[config.mk]
export PLATFORM = sky130hd
export DESIGN_NAME = pfc_duty_sched
export DESIGN_NICKNAME = d
export VERILOG_FILES = /design/src/rtl/pfc_duty_pkg.sv /design/src/rtl/pfc_restoring_div.sv /design/src/rtl/pfc_base_duty.sv /design/src/rtl/pfc_corr_split.sv /design/src/rtl/pfc_duty_sched.sv
export SDC_FILE = /design/constraint.sdc
export NUM_CORES = 2
export LEC_CHECK = 0
export BUFFER_PORTS_ARGS = -buffer_cell sky130_fd_sc_hd__buf_2
export CORE_UTILIZATION = 55
export CTS_BUF_LIST = sky130_fd_sc_hd__clkbuf_8
export CTS_CLUSTER_DIAMETER = 40
export DETAILED_ROUTE_END_ITERATION = 10
export PLACE_DENSITY = 0.74
export SLEW_MARGIN = 20
export SYNTH_ARGS = -nofsm -noshare
export SYNTH_HDL_FRONTEND = slang
export SYNTH_SLANG_ARGS = --single-unit
export TNS_END_PERCENT = 50
[constraint.sdc]
create_clock -name clk -period 12.9 [get_ports clk]
set_input_delay 2.58 -clock clk [delete_from_list [all_inputs] [get_ports clk]]
set_output_delay 2.58 -clock clk [all_outputs]
set_load 0.03 [all_outputs]
[src/rtl/pfc_duty_pkg.sv]
package pfc_duty_pkg;

  typedef enum logic [1:0] {
    MODE_BUCK  = 2'd0,
    MODE_BOOST = 2'd1,
    MODE_BB    = 2'd2
  } pfc_mode_e;

  typedef enum logic [2:0] {
    ST_IDLE = 3'd0,
    ST_Q1   = 3'd1,
    ST_W1   = 3'd2,
    ST_CALC = 3'd3,
    ST_Q2   = 3'd4,
    ST_W2   = 3'd5
  } sched_st_e;

endpackage

[src/rtl/pfc_restoring_div.sv]
module pfc_restoring_div #(
  parameter int NUM_W = 32,
  parameter int DEN_W = 19
) (
  input  logic             clk,
  input  logic             rst_n,
  input  logic             start,
  input  logic [NUM_W-1:0] num,
  input  logic [DEN_W-1:0] den,
  output logic [NUM_W-1:0] quo,
  output logic             done
);
  localparam int CNT_W = $clog2(NUM_W + 1);

  logic [DEN_W-1:0] rem_q, rem_d, den_q, den_d;
  logic [NUM_W-1:0] quo_q, quo_d;
  logic [CNT_W-1:0] cnt_q, cnt_d;
  logic             busy_q, busy_d;
  logic             done_q, done_d;
  logic [DEN_W:0]   shifted;
  logic [DEN_W-1:0] diff;
  logic             ge;

  assign shifted = {rem_q, quo_q[NUM_W-1]};
  assign ge      = shifted >= {1'b0, den_q};
  assign diff    = shifted[DEN_W-1:0] - den_q;

  always_comb begin
    rem_d  = rem_q;
    den_d  = den_q;
    quo_d  = quo_q;
    cnt_d  = cnt_q;
    busy_d = busy_q;
    done_d = 1'b0;
    if (start) begin
      rem_d  = '0;
      den_d  = den;
      quo_d  = num;
      cnt_d  = CNT_W'(NUM_W);
      busy_d = 1'b1;
    end else if (busy_q) begin
      rem_d = ge ? diff : shifted[DEN_W-1:0];
      quo_d = {quo_q[NUM_W-2:0], ge};
      cnt_d = cnt_q - 1'b1;
      if (cnt_q == CNT_W'(1)) begin
        busy_d = 1'b0;
        done_d = 1'b1;
      end
    end
  end

  always_ff @(posedge clk or negedge rst_n) begin
    if (!rst_n) begin
      rem_q  <= '0;
      den_q  <= '0;
      quo_q  <= '0;
      cnt_q  <= '0;
      busy_q <= 1'b0;
      done_q <= 1'b0;
    end else begin
      done_q <= done_d;
      if (start || busy_q) begin
        rem_q  <= rem_d;
        den_q  <= den_d;
        quo_q  <= quo_d;
        cnt_q  <= cnt_d;
        busy_q <= busy_d;
      end
    end
  end

  assign quo  = quo_q;
  assign done = done_q;
endmodule

[src/rtl/pfc_base_duty.sv]
module pfc_base_duty
  import pfc_duty_pkg::*;
#(
  parameter int W     = 16,
  parameter int DEN_W = 19
) (
  input  logic [W-1:0]     m,
  input  logic [W-1:0]     da_bb,
  input  logic [W-1:0]     cand,
  output logic [DEN_W-1:0] cand_den,
  output logic [W-1:0]     da,
  output logic [W-1:0]     db,
  output pfc_mode_e        mode
);
  localparam int          M_FRAC = W - 2;
  localparam logic [W-1:0] ONE_M = W'(1) << M_FRAC;
  localparam logic [W-1:0] TWO_M = W'(1) << (M_FRAC + 1);
  localparam logic [W-1:0] ONE_D = W'(1) << (W - 1);

  logic           m_ge_one;
  logic           bb_wins;
  logic [2*W-1:0] prod;
  logic [2*W-1:0] prod_sh;
  logic [W-1:0]   bb_rem;

  assign m_ge_one = m >= ONE_M;
  assign cand_den = m_ge_one ? DEN_W'(m) : DEN_W'(TWO_M - m);
  assign bb_wins  = da_bb < cand;

  always_comb begin
    if (bb_wins) begin
      da   = da_bb;
      mode = MODE_BB;
    end else begin
      da   = cand;
      mode = m_ge_one ? MODE_BUCK : MODE_BOOST;
    end
  end

  assign prod    = (2*W)'(m) * (2*W)'(da);
  assign prod_sh = prod >> M_FRAC;
  assign bb_rem  = ONE_D - prod_sh[W-1:0];

  always_comb begin
    unique case (mode)
      MODE_BUCK:  db = '0;
      MODE_BOOST: db = ONE_D - da;
      default:    db = (prod_sh >= (2*W)'(ONE_D)) ? '0 : (bb_rem >> 1);
    endcase
  end
endmodule

[src/rtl/pfc_corr_split.sv]
module pfc_corr_split
  import pfc_duty_pkg::*;
#(
  parameter int W     = 16,
  parameter int DIV_W = 32,
  parameter int DEN_W = 19
) (
  input  pfc_mode_e          mode,
  input  logic [W-1:0]       da,
  input  logic [W-1:0]       db,
  input  logic signed [W-1:0] vl,
  input  logic [W-1:0]       vg,
  input  logic [W-1:0]       vc,
  input  logic [DIV_W-1:0]   quo,
  output logic [DIV_W-1:0]   num,
  output logic [DEN_W-1:0]   den_mag,
  output logic [W-1:0]       fa,
  output logic [W-1:0]       fb
);
  localparam int                  SW    = DEN_W;
  localparam logic [W-1:0]        ONE_D = W'(1) << (W - 1);
  localparam logic signed [SW-1:0] ONE_S = SW'(ONE_D);

  logic signed [SW-1:0] vg_s, vc2_s, den_s;
  logic                 den_neg;
  logic [W-1:0]         vl_mag;
  logic [W-1:0]         c_mag;
  logic signed [SW-1:0] c_s, ca, cb, sa, sb;
  logic [W-1:0]         fa_c, fb_c;
  logic [W:0]           sum;

  assign vg_s  = signed'(SW'(vg));
  assign vc2_s = signed'(SW'({vc, 1'b0}));

  always_comb begin
    unique case (mode)
      MODE_BUCK:  den_s = vg_s;
      MODE_BOOST: den_s = vg_s - vc2_s;
      default:    den_s = vc2_s;
    endcase
  end

  assign den_neg = den_s[SW-1];
  assign den_mag = den_neg ? DEN_W'(-den_s) : DEN_W'(den_s);
  assign vl_mag  = vl[W-1] ? W'(-vl) : W'(vl);
  assign num     = DIV_W'(vl_mag) << (W - 1);

  assign c_mag = (den_mag == '0) ? '0 :
                 (quo > DIV_W'(ONE_D)) ? ONE_D : quo[W-1:0];
  assign c_s   = (vl[W-1] ^ den_neg) ? -signed'(SW'(c_mag)) : signed'(SW'(c_mag));

  always_comb begin
    unique case (mode)
      MODE_BUCK: begin
        ca = c_s;
        cb = '0;
      end
      MODE_BOOST: begin
        ca = c_s;
        cb = -c_s;
      end
      default: begin
        ca = '0;
        cb = c_s;
      end
    endcase
  end

  assign sa = signed'(SW'(da)) + ca;
  assign sb = signed'(SW'(db)) + cb;

  always_comb begin
    if (sa < 0)          fa_c = '0;
    else if (sa > ONE_S) fa_c = ONE_D;
    else                 fa_c = sa[W-1:0];
    if (sb < 0)          fb_c = '0;
    else if (sb > ONE_S) fb_c = ONE_D;
    else                 fb_c = sb[W-1:0];
  end

  assign sum = {1'b0, fa_c} + {1'b0, fb_c};
  assign fa  = fa_c;
  assign fb  = (sum > {1'b0, ONE_D}) ? (ONE_D - fa_c) : fb_c;
endmodule

[src/rtl/pfc_duty_sched.sv]
module pfc_duty_sched
  import pfc_duty_pkg::*;
#(
  parameter int W     = 16,
  parameter int DIV_W = 32
) (
  input  logic         clk,
  input  logic         rst_n,
  input  logic         in_valid,
  output logic         in_ready,
  input  logic [W-1:0] m_idx,
  input  logic [W-1:0] da_bb,
  input  logic [W-1:0] vl_corr,
  input  logic [W-1:0] vg_abs,
  input  logic [W-1:0] vc_avg,
  output logic         out_valid,
  output logic [W-1:0] duty_a,
  output logic [W-1:0] duty_b,
  output logic [1:0]   op_mode
);
  localparam int               DEN_W    = W + 3;
  localparam logic [W-1:0]     M_MAX    = W'(1) << (W - 1);
  localparam logic [DIV_W-1:0] CAND_NUM = DIV_W'(1) << (2*W - 3);

  sched_st_e state_q, state_d;

  logic [W-1:0] m_q, dabb_q, vl_q, vg_q, vc_q;
  logic [W-1:0] da_q, db_q;
  pfc_mode_e    bmode_q;
  logic [W-1:0] duty_a_q, duty_b_q;
  pfc_mode_e    omode_q;
  logic         ov_q;

  logic             cap_en, base_en, out_en;
  logic             div_start, div_done;
  logic [DIV_W-1:0] div_num, div_quo, corr_num;
  logic [DEN_W-1:0] div_den, cand_den, corr_den;
  logic [W-1:0]     base_da, base_db, fin_a, fin_b;
  pfc_mode_e        base_mode;

  assign cap_en  = (state_q == ST_IDLE) && in_valid;
  assign base_en = (state_q == ST_CALC);
  assign out_en  = (state_q == ST_W2) && div_done;

  always_comb begin
    state_d = state_q;
    unique case (state_q)
      ST_IDLE: if (in_valid) state_d = ST_Q1;
      ST_Q1:   state_d = ST_W1;
      ST_W1:   if (div_done) state_d = ST_CALC;
      ST_CALC: state_d = ST_Q2;
      ST_Q2:   state_d = ST_W2;
      ST_W2:   if (div_done) state_d = ST_IDLE;
      default: state_d = ST_IDLE;
    endcase
  end

  assign div_start = (state_q == ST_Q1) || (state_q == ST_Q2);
  assign div_num   = (state_q == ST_Q1) ? CAND_NUM : corr_num;
  assign div_den   = (state_q == ST_Q1) ? cand_den : corr_den;

  pfc_restoring_div #(
    .NUM_W(DIV_W),
    .DEN_W(DEN_W)
  ) u_div (
    .clk  (clk),
    .rst_n(rst_n),
    .start(div_start),
    .num  (div_num),
    .den  (div_den),
    .quo  (div_quo),
    .done (div_done)
  );

  pfc_base_duty #(
    .W    (W),
    .DEN_W(DEN_W)
  ) u_base (
    .m       (m_q),
    .da_bb   (dabb_q),
    .cand    (div_quo[W-1:0]),
    .cand_den(cand_den),
    .da      (base_da),
    .db      (base_db),
    .mode    (base_mode)
  );

  pfc_corr_split #(
    .W    (W),
    .DIV_W(DIV_W),
    .DEN_W(DEN_W)
  ) u_corr (
    .mode   (bmode_q),
    .da     (da_q),
    .db     (db_q),
    .vl     (signed'(vl_q)),
    .vg     (vg_q),
    .vc     (vc_q),
    .quo    (div_quo),
    .num    (corr_num),
    .den_mag(corr_den),
    .fa     (fin_a),
    .fb     (fin_b)
  );

  always_ff @(posedge clk or negedge rst_n) begin
    if (!rst_n) begin
      state_q  <= ST_IDLE;
      m_q      <= '0;
      dabb_q   <= '0;
      vl_q     <= '0;
      vg_q     <= '0;
      vc_q     <= '0;
      da_q     <= '0;
      db_q     <= '0;
      bmode_q  <= MODE_BUCK;
      duty_a_q <= '0;
      duty_b_q <= '0;
      omode_q  <= MODE_BUCK;
      ov_q     <= 1'b0;
    end else begin
      state_q <= state_d;
      ov_q    <= out_en;
      if (cap_en) begin
        m_q    <= (m_idx > M_MAX) ? M_MAX : m_idx;
        dabb_q <= da_bb;
        vl_q   <= vl_corr;
        vg_q   <= vg_abs;
        vc_q   <= vc_avg;
      end
      if (base_en) begin
        da_q    <= base_da;
        db_q    <= base_db;
        bmode_q <= base_mode;
      end
      if (out_en) begin
        duty_a_q <= fin_a;
        duty_b_q <= fin_b;
        omode_q  <= bmode_q;
      end
    end
  end

  assign in_ready  = (state_q == ST_IDLE);
  assign out_valid = ov_q;
  assign duty_a    = duty_a_q;
  assign duty_b    = duty_b_q;
  assign op_mode   = omode_q;
endmodule

==> key figures <==
Final layout
  • Layout area overhead: 8.71%
  • Share of layout cells above drive strength 1: 0.100
  • Max reg flops: 32
  • Final non-filler cell total: ~3800
  • Post-layout nets: 3687

Power
  • Peak VDD IR: about 0.065 mV
  • Power Density: between 50 and 60 nW/um^2
  • Leak: approximately 15 nW

Drt
  • Post-DRT Antenna Nets: 0
  • Via count: about 23000
  • Post-detailed-route DRC marker count: 0
  • Starting DRC count in detailed routing: roughly 1900
  • WL/cell: 20.1 um
  • Vias/cell: between 6 and 7
  • Post-Route WL: roughly 77000 um
  • Pre-antenna DRT Iters: 6

Clock tree
  • CTS H-tree depth: 2
  • Number of buffers created by CTS: 48
  • Root Driver: clkbuf_8
  • Clock tree buffer depth: 3
  • CTS tree: yes
  • Post-CTS setup buffer count: 0
  • Clock Latency Late Sink: 0.65 ns
  • Clk slew on worst S/H paths: ~0.06 ns
  • # clock sinks: 230

STA
  • Slew @ Worst Pin: roughly 1.1 ns
  • Rel. slew slack: 0.243
  • Tmin final: about 12 ns
  • Fmax: roughly 0.08 GHz
  • Clock Skews: between 0.04 and 0.05 ns
  • Fin. max-slew vios: 0
  • Final setup vio count: 0
  • Final Hold Viols: 0
  • Setup ws final: 0.752 ns
  • Final worst-path cycle share: 0.942

Synth
  • Synth cell types: 92
  • Number of synthesized flops with an enable pin: 0
  • Main area contributors after synthesis: dfrtp_1 (22%), fa_1 (15%), ha_1 (10%)
  • Commonest cells in the netlist: nand2_1 (548), inv_1 (316), nor2_1 (244)
  • Syn Inst Count: 3152
  • Top-area cell type share of the netlist area: 0.223
  • Syn_nets: ~3600
  • Yosys warns: 0
  • Syn Area/Cell: just over 8 sq um
  • Ys flop type: dfrtp_1
  • Share of flip-flops with an asynchronous set or reset: 1.00
  • Yosys top cell by area: dfrtp_1
  • Mapped cell area: 25900 sq um
  • Sequential area share after synthesis: 0.223
  • Top-count cell post-synth: nand2_1
  • Synth Register Bits: 230

Hold path
  • Hold Crit Class: reg -> reg
  • Hold path depth: 2

Run
  • # Max-Cap Violations: 0

Worst setup path
  • Worst setup SP type: flop
  • CP max FO: 25
  • Critical path's slowest cell: a221oi_4
  • Setup CP Type: reg -> reg
  • Worst Path Arrival: 12.72 ns
  • Worst reg-to-reg path cell count: 58
  • Crit-path max cell delay: around 0.45 ns
  • Crit. End Element: flop
  • CP Data Required Time: roughly 13 ns

GRT
  • GR Layer Usage met3: 0.0708
  • Initial antenna violation count: 3
  • Busiest layer in global routing: met2
  • Vias in the first global route: 23200
  • Overflow left after global routing: 0
  • First-pass GRT wire length: roughly 120000 um
  • Tot GR Track Use: 0.329
  • GR Layer Usage met2: 0.519
  • Met1 Track Usage GR: 0.446
  • Largest net degree at the start of global routing: around 110

Floorplanning
  • Starting Density: 0.556
  • I/O Pins: about 120
  • Die Wd: around 220 um
  • Row cnt: 79
  • Die Footprint: around 48000 sq um
  • Core box area: ~46000 sq um
  • Die height: 219 um

Placed design
  • HPWL Detailed: just under 60000 um
  • Placed cells: ~3800
  • Setup Slack @ Placement: slightly above 0.5 ns
  • GPL Wtd Cong: around 0.96
  • PortBufs: about 120

Outcome
  • Run status: completed
-- cell families after synthesis --
kind of cell             count (synthesis)  synth area share
adder cells (fa/ha/maj)                407             0.254
AND/OR/NAND/NOR                       1185             0.209
multiplexers                            82            0.0326
buffers and inverters                  482            0.0713
XOR/XNOR                               160            0.0542
AO/OA/AOI/OAI                          606             0.156
flip-flops                             230             0.223
-- critical path: cells and delay by family (launching register included) --
family / cells / cell delay, ns
AOI/OAI and AO/OA: 28 / 5.30
xor gates and xnor gates: 2 / 0.42
and+or+nand+nor: 19 / 3.32
buffers and inverters: 2 / 0.51
DFF: 1 / 0.41
adders and majority gates: 7 / 2.12
-- power breakdown --
group / switching (mW) / internal (mW)
Combinational: 0.0216 / 0.00992
Clock: 0.370 / 0.487
Sequential: 0 / 0.722
Total: 0.392 / 1.22
-- area by class of cell --
class	instances	area [sq um]
diodes	1	2.50
clock buffers	53	729
clock inverters	34	332
fillers	4195	18400
inverters	317	1190
multi-input cells	2440	18400
flip-flops and latches	230	5760
well taps	607	759
repair buffers	160	916
-- worst paths after layout --
kind	startpoint	end	slack, ns
setup / recovery	vc_q[0]$_DFFE_PN0P_	duty_b[14]$_DFFE_PN0P_	0.75
hold / removal	duty_a[14]$_DFFE_PN0P_	duty_a[14]$_DFFE_PN0P_	0.47
setup reg to reg	vc_q[0]$_DFFE_PN0P_	duty_b[14]$_DFFE_PN0P_	0.75
hold reg to reg	duty_a[14]$_DFFE_PN0P_	duty_a[14]$_DFFE_PN0P_	0.47
max in group asynchronous	rst_n	duty_b[8]$_DFFE_PN0P_	9.48
min in group asynchronous	rst_n	vl_q[11]$_DFFE_PN0P_	1.99
-- layout by cell type (no fill, tap or decap), drive strengths merged, types with 27 or more instances in the layout --
master / instances
clkbuf: 53
xor2: 62
nand3: 40
ha: 209
dfrtp: 230
buf: 160
o21ai: 142
nor4: 30
fa: 198
inv: 333
o31ai: 27
and2: 59
xnor2: 98
a21o: 32
a21oi: 153
a211oi: 32
nand2: 548
mux2i: 65
nor3: 71
nand2b: 33
nor2b: 48
nor2: 244
-- routing by layer --
metal / vias up / part of all wire / routed length (um)
met5: - / 0.00044 / 34
met4: 4 / 0.034 / 2660
met3: 188 / 0.082 / 6290
met2: 871 / 0.45 / 34800
met1: 11400 / 0.43 / 33300
li1: 10700 / - / -
-- stage by stage --
step	utilization	setup TNS [ns]	power, mW	cell area (sq um)	hold slack, ns
3_5_place_dp	0.579	0	0.767	26900	0.458
3_3_place_gp	0.579	0	0.766	26900	0.453
4_1_cts	0.602	0	1.62	28000	0.473
6_report	0.605	0	1.61	28100	0.466
5_1_grt	0.605	-0.247	1.66	28100	0.501
2_1_floorplan	-	0	0.735	25900	0.452
-- timing repair --
action	4_1_cts	5_1_grt
hold buffers	0	0
resized for setup	0	27
endpoints found under the setup margin	0	16
No activity file was read; power rests on OpenSTA's default activity.
